`config.mk`:
```
export PLATFORM = sky130hd
export DESIGN_NAME = adc_byte_bridge
export DESIGN_NICKNAME = d
export VERILOG_FILES = /design/src/rtl/adc_bridge_pkg.sv /design/src/rtl/adc_bridge_sync.sv /design/src/rtl/adc_bridge_ctrl.sv /design/src/rtl/adc_bridge_rdpath.sv /design/src/rtl/adc_byte_bridge.sv
export SDC_FILE = /design/constraint.sdc
export NUM_CORES = 1
export LEC_CHECK = 0
export ABC_CLOCK_PERIOD_IN_PS = 1750
export CAP_MARGIN = 30
export CORE_MARGIN = 8
export CORE_UTILIZATION = 40
export CTS_CLUSTER_SIZE = 20
export DETAILED_ROUTE_END_ITERATION = 16
export PLACE_DENSITY_LB_ADDON = 0.3
export SETUP_SLACK_MARGIN = 0.05
export SYNTH_ARGS = -nofsm -noshare
export SYNTH_HDL_FRONTEND = slang
export SYNTH_SLANG_ARGS = --single-unit
```
`constraint.sdc`:
```
create_clock -name clk -period 1.75 [get_ports clk]
set_input_delay 0.4375 -clock clk [delete_from_list [all_inputs] [get_ports clk]]
set_output_delay 0.4375 -clock clk [all_outputs]
set_load 0.05 [all_outputs]
```
`src/rtl/adc_bridge_pkg.sv`:
```
package adc_bridge_pkg;

    // Start and conversion tracking state
    typedef struct packed {
        logic wr_seen;    // write strobe level from the previous cycle
        logic start;      // start pulse register
        logic active;     // conversion pending or running
        logic busy_prev;  // synchronized busy from the previous cycle
    } ctrl_state_t;

endpackage

```
`src/rtl/adc_bridge_sync.sv`:
```
module adc_bridge_sync #(
    parameter int STAGES = 2
) (
    input  logic clk,
    input  logic rst_n,
    input  logic d,
    output logic q
);
    logic [STAGES-1:0] chain_d, chain_q;

    always_comb begin
        chain_d = {chain_q[STAGES-2:0], d};
    end

    always_ff @(posedge clk or negedge rst_n) begin
        if (!rst_n) chain_q <= '0;
        else        chain_q <= chain_d;
    end

    assign q = chain_q[STAGES-1];
endmodule

```
`src/rtl/adc_bridge_ctrl.sv`:
```
module adc_bridge_ctrl
    import adc_bridge_pkg::*;
(
    input  logic clk,
    input  logic rst_n,
    input  logic wr_act,
    input  logic busy_s,
    output logic start,
    output logic pending
);
    ctrl_state_t st_d, st_q;

    always_comb begin
        st_d           = st_q;
        st_d.wr_seen   = wr_act;
        st_d.busy_prev = busy_s;
        st_d.start     = wr_act && !st_q.wr_seen && !st_q.active && !busy_s;
        if (st_d.start)
            st_d.active = 1'b1;
        else if (st_q.active && st_q.busy_prev && !busy_s)
            st_d.active = 1'b0;
    end

    always_ff @(posedge clk or negedge rst_n) begin
        if (!rst_n) st_q <= '0;
        else        st_q <= st_d;
    end

    assign start   = st_q.start;
    assign pending = st_q.active || busy_s;

    // the start pulse lasts one clock
    a_r1_single_pulse: assert property (@(posedge clk) disable iff (!rst_n)
        st_q.start |=> !st_q.start);
    // a start is only issued when no conversion was being tracked
    a_r2_no_restart: assert property (@(posedge clk) disable iff (!rst_n)
        st_q.start |-> !$past(st_q.active));
endmodule

```
`src/rtl/adc_bridge_rdpath.sv`:
```
module adc_bridge_rdpath #(
    parameter int RES_W = 12,
    parameter int BUS_W = 8
) (
    input  logic             clk,
    input  logic             rst_n,
    input  logic             rd_act,
    input  logic             ready,
    input  logic             start,
    input  logic [RES_W-1:0] cnv_data,
    output logic [BUS_W-1:0] dout,
    output logic             hi_read
);
    localparam int LO_W  = RES_W - BUS_W;
    localparam int PAD_W = BUS_W - LO_W;

    typedef struct packed {
        logic            hi_next;
        logic            rd_seen;
        logic            done;
        logic [LO_W-1:0] snap;
        logic [LO_W-1:0] lo;
    } rd_state_t;

    rd_state_t st_d, st_q;
    logic      read_ok;
    logic      read_end;

    always_comb begin
        read_ok  = rd_act && ready;
        read_end = st_q.rd_seen && !rd_act && st_q.done;

        st_d         = st_q;
        st_d.rd_seen = rd_act;
        if (read_ok) begin
            st_d.done = 1'b1;
            if (st_q.hi_next) st_d.snap = cnv_data[LO_W-1:0];
        end
        if (!rd_act) st_d.done = 1'b0;
        if (read_end) begin
            st_d.hi_next = !st_q.hi_next;
            if (st_q.hi_next) st_d.lo = st_q.snap;
        end
        if (start) st_d.hi_next = 1'b1;

        dout = '0;
        if (read_ok) begin
            if (st_q.hi_next) dout = cnv_data[RES_W-1 -: BUS_W];
            else              dout = {{PAD_W{1'b0}}, st_q.lo};
        end
        hi_read = read_ok && st_q.hi_next;
    end

    always_ff @(posedge clk or negedge rst_n) begin
        if (!rst_n) begin
            st_q         <= '0;
            st_q.hi_next <= 1'b1;
        end else begin
            st_q <= st_d;
        end
    end

    // every conversion start leaves the upper byte next
    a_r6_order_reset: assert property (@(posedge clk) disable iff (!rst_n)
        start |=> st_q.hi_next);
    // the holding register changes only at the end of an upper-byte read
    a_r5_lo_hold: assert property (@(posedge clk) disable iff (!rst_n)
        !(st_q.rd_seen && !rd_act && st_q.done && st_q.hi_next) |=> $stable(st_q.lo));
endmodule

```
`src/rtl/adc_byte_bridge.sv`:
```
module adc_byte_bridge #(
    parameter int RES_W       = 12,
    parameter int BUS_W       = 8,
    parameter int SYNC_STAGES = 2
) (
    input  logic             clk,
    input  logic             rst_n,
    input  logic             host_cs_n,
    input  logic             host_rd_n,
    input  logic             host_wr_n,
    output logic [BUS_W-1:0] host_dout,
    output logic             host_ready,
    output logic             cnv_start_n,
    output logic             cnv_cs_n,
    output logic             cnv_rd_n,
    input  logic             cnv_busy,
    input  logic [RES_W-1:0] cnv_data
);
    logic rd_act, wr_act, busy_s, start, pending, hi_read;

    assign rd_act = !host_cs_n && !host_rd_n;
    assign wr_act = !host_cs_n && !host_wr_n;

    adc_bridge_sync #(.STAGES(SYNC_STAGES)) u_sync (
        .clk(clk), .rst_n(rst_n), .d(cnv_busy), .q(busy_s)
    );

    adc_bridge_ctrl u_ctrl (
        .clk(clk), .rst_n(rst_n), .wr_act(wr_act), .busy_s(busy_s),
        .start(start), .pending(pending)
    );

    adc_bridge_rdpath #(.RES_W(RES_W), .BUS_W(BUS_W)) u_rd (
        .clk(clk), .rst_n(rst_n), .rd_act(rd_act), .ready(!pending),
        .start(start), .cnv_data(cnv_data), .dout(host_dout), .hi_read(hi_read)
    );

    assign host_ready  = !(rd_act && pending);
    assign cnv_start_n = !start;
    assign cnv_rd_n    = !hi_read;
    assign cnv_cs_n    = !(hi_read || start);

    // a start pulse is always preceded by a host write
    a_r1_start_after_write: assert property (@(posedge clk) disable iff (!rst_n)
        !cnv_start_n |-> $past(wr_act));
    // a read during a synchronized busy is stalled
    a_r3_stall_busy: assert property (@(posedge clk) disable iff (!rst_n)
        (rd_act && busy_s) |-> !host_ready);
    // the read bus stays zero outside a completing read
    a_r7_quiet_bus: assert property (@(posedge clk) disable iff (!rst_n)
        (!rd_act || !host_ready) |-> (host_dout == '0));
    // the converter read strobe only moves inside a host read
    a_r5_cnv_rd_inside: assert property (@(posedge clk) disable iff (!rst_n)
        !cnv_rd_n |-> rd_act);
endmodule

```
==> metrics <==
status=finished with violations; violated checks=negative setup slack; min-delay src=u_sync.chain_q[0]$_DFF_PN0_; P_leak=0.000596 uW; largest net degree at the start of global routing=13; DP Worst Slack=-0.284 ns; Routed WL per cell=14.8 um; layout cell share with drive strength beyond 1=~52%; Top Family by Delay on Critical Path=flip-flops; initial antenna violation count=0; Cell Rows=15; final global-route overflow total=0; Max-Cap Viols=0; Vias=576; core area=roughly 1700 um2; Max Fclk=around 520 MHz; Max stage delay on crit path=0.62 ns; period utilization=110%; CP required=~1.3 ns; Skew-Pair Late Insertion Delay=0.29 ns; actual slew at the worst max-slew pin=between 0.2 and 0.3 ns; syn_nets=75; crit path DAT=1.49 ns; Max VDD drop=616 uV; Hold Path End=u_sync.chain_q[1]$_DFF_PN0_; register area share after synthesis=between 50% and 60%; Hold Path Class=reg2reg; critical path peak fanout=8; Die Wd=59.2 um; GR Util All Layers=11.4%; Detail Route Antenna Nets=0; dpl hpwl=1.47 mm; Ant. Diodes=0; Syn Std Cell Area=746 um2; final WL=1.82 mm; number of synthesized register bits=17; CP Class=reg2out; Setup crit end kind=output port; vias in the first global route=a little under 700; mean number of vias per cell=roughly 4.7; FILL cells=124; Synth Area in Adders=0%; Hold Vio Cnt, Final=0; Startpoint Class=flop; Post-Synth Simple-Gate Area=15.3%; number of top-level pins=30; Yosys cell types=21; Buf/Inv on CP=2; starting density of the core=~43%; Finish-stage setup viols=10; critical path's slowest cell=dfstp_2; Slew Viols, Final=0; worst-path cell chain=buf_4 > mux2i_1 > nor2_2 > buf_12; nets=roughly 120; hold-critical path depth=0; Die ar.=3500 um2; RSZ-0062 raised after global routing=yes; first-pass GRT wire length=approximately 3.0 mm; Worst-path clk slew=0.10 ns; end of the worst register-to-register path=u_rd.st_q[7]$_DFFE_PN0P_; final worst slack=-0.178 ns; P&R area growth vs syn=76.3%; DR pass1 iterations=3; Pwr Density=821 nW/um2; Synth Area in Compound Gates=~4.5%; worst reg2reg startpoint=u_rd.st_q[10]$_DFFE_PN1P_; H-tree levels=1; final hold slack=0.370 ns; chip height=59.2 um; Ys Warns=0; Clock Tree Root=clkbuf_4; Slew HR=80.5%; drt drc=0; Placer Congestion=about 0.74; Clock Skew=0.00245 ns; I/O Buffers=29; CTS Buf Count=3; crit path time final=1.93 ns; Synth Area in XOR/XNOR=0%; largest family of logic cells by synthesized area=multiplexers; reg-to-reg setup timing slack=0.30 ns; Max Buffers Root-to-Sink=2; Post-Syn Area per Cell=13.1 um2; multiplexer share of the synthesized area=between 15 and 20%; Clock Sinks=17; drt first-iter violations=2; CTS tree=yes; post-synthesis cell count=57; fin util=75.3%; R2R cell count=3
[flip-flops by register name, indices dropped and copies added (netlist names)]
register,count
u_ctrl.st_q,3
u_ctrl.start,1
u_rd.st_q,11
u_sync.chain_q,2
[cell usage after synthesis]
cell,number,area [um2]
o21a_1,1,7.51
or3_2,1,7.51
and3b_1,1,8.76
o2111ai_1,1,8.76
and2_2,4,30.0
nand2_1,2,7.51
nand2b_1,1,6.26
dfrtp_1,16,400
mux2i_1,4,40.0
inv_1,2,7.51
dfstp_2,1,26.3
nand3_1,1,5.00
a21o_1,1,7.51
and3_4,1,11.3
nor2_4,1,11.3
mux2_2,4,45.0
o21ai_0,2,10.0
nor2_1,7,26.3
buf_6,1,11.3
buf_4,1,7.51
mux2_4,4,60.1
[per-layer routing]
layer	GRT usage, %	part of all wire [%]
met5	0	0
met4	5.12	1.3
met1	11.2	38
met2	19.9	52
met3	5.21	9.3
[per-stage QoR]
step           total power [uW]  std cells  setup TNS (ns)  cell area (um2)
6_report                   1080        123           -1.36             1320
5_1_grt                    1140        123           -2.29             1320
4_1_cts                    1070        121           -1.39             1270
3_5_place_dp                834        114           -3.44             1210
3_3_place_gp                825        114           -3.28             1210
2_1_floorplan               701         57          -0.186              748
[how the worst max path moves through the flow]
stage,from,endpoint,slack (ns),depth (start not counted)
finish,u_rd.st_q[10]$_DFFE_PN1P_,host_dout[3],-0.18,4
CTS,u_rd.st_q[10]$_DFFE_PN1P_,host_dout[5],-0.16,3
global placement,host_cs_n,host_dout[6],-0.26,5
floorplan,u_rd.st_q[10]$_DFFE_PN1P_,host_dout[0],-0.05,3
detailed placement,host_cs_n,host_dout[5],-0.28,5
global route,u_rd.st_q[10]$_DFFE_PN1P_,host_dout[3],-0.27,4
[layout make-up]
cell class                      instances  area [um2]  area share, %
Timing Repair Buffer                   39         487           37.0
Sequential cell                        17         427           32.4
Multi-Input combinational cell         36         333           25.3
Tap cell                               25        31.3           2.38
Clock buffer                            3        22.5           1.71
Clock inverter                          1        7.51          0.571
Inverter                                2        7.51          0.571
[cells by family after synthesis]
family,after synthesis
AOI/OAI and AO/OA,5
buffers and inverters,4
DFF,17
muxes,12
and+or+nand+nor,19
[placed cells by master, fill, tap and decap left out, types with 2 or more instances in the layout]
cell type | netlist | layout
dfrtp_1 | 16 | 16
mux2_2 | 4 | 4
buf_4 | 1 | 9
clkdlybuf4s50_1 | 0 | 15
nor2_4 | 1 | 2
dlygate4sd2_1 | 0 | 2
mux2i_1 | 4 | 3
nor2_1 | 7 | 2
clkbuf_4 | 0 | 3
and2_4 | 0 | 4
mux2_4 | 4 | 4
buf_12 | 0 | 12
nor2_2 | 0 | 4
[power breakdown]
part	switching, uW	internal, uW
clock network	125	86.8
logic	125	205
registers	59.1	479
total	309	771
[timing repair]
| action | 4_1_cts | 5_1_grt |
|---|---|---|
| hold buffers | 0 | 0 |
| endpoints found under the setup margin | 11 | 11 |
| buffers inserted | 3 | 2 |
| pin swaps | 5 | 4 |
| resized for setup | 9 | 8 |
(Power assumes the default switching activity.)
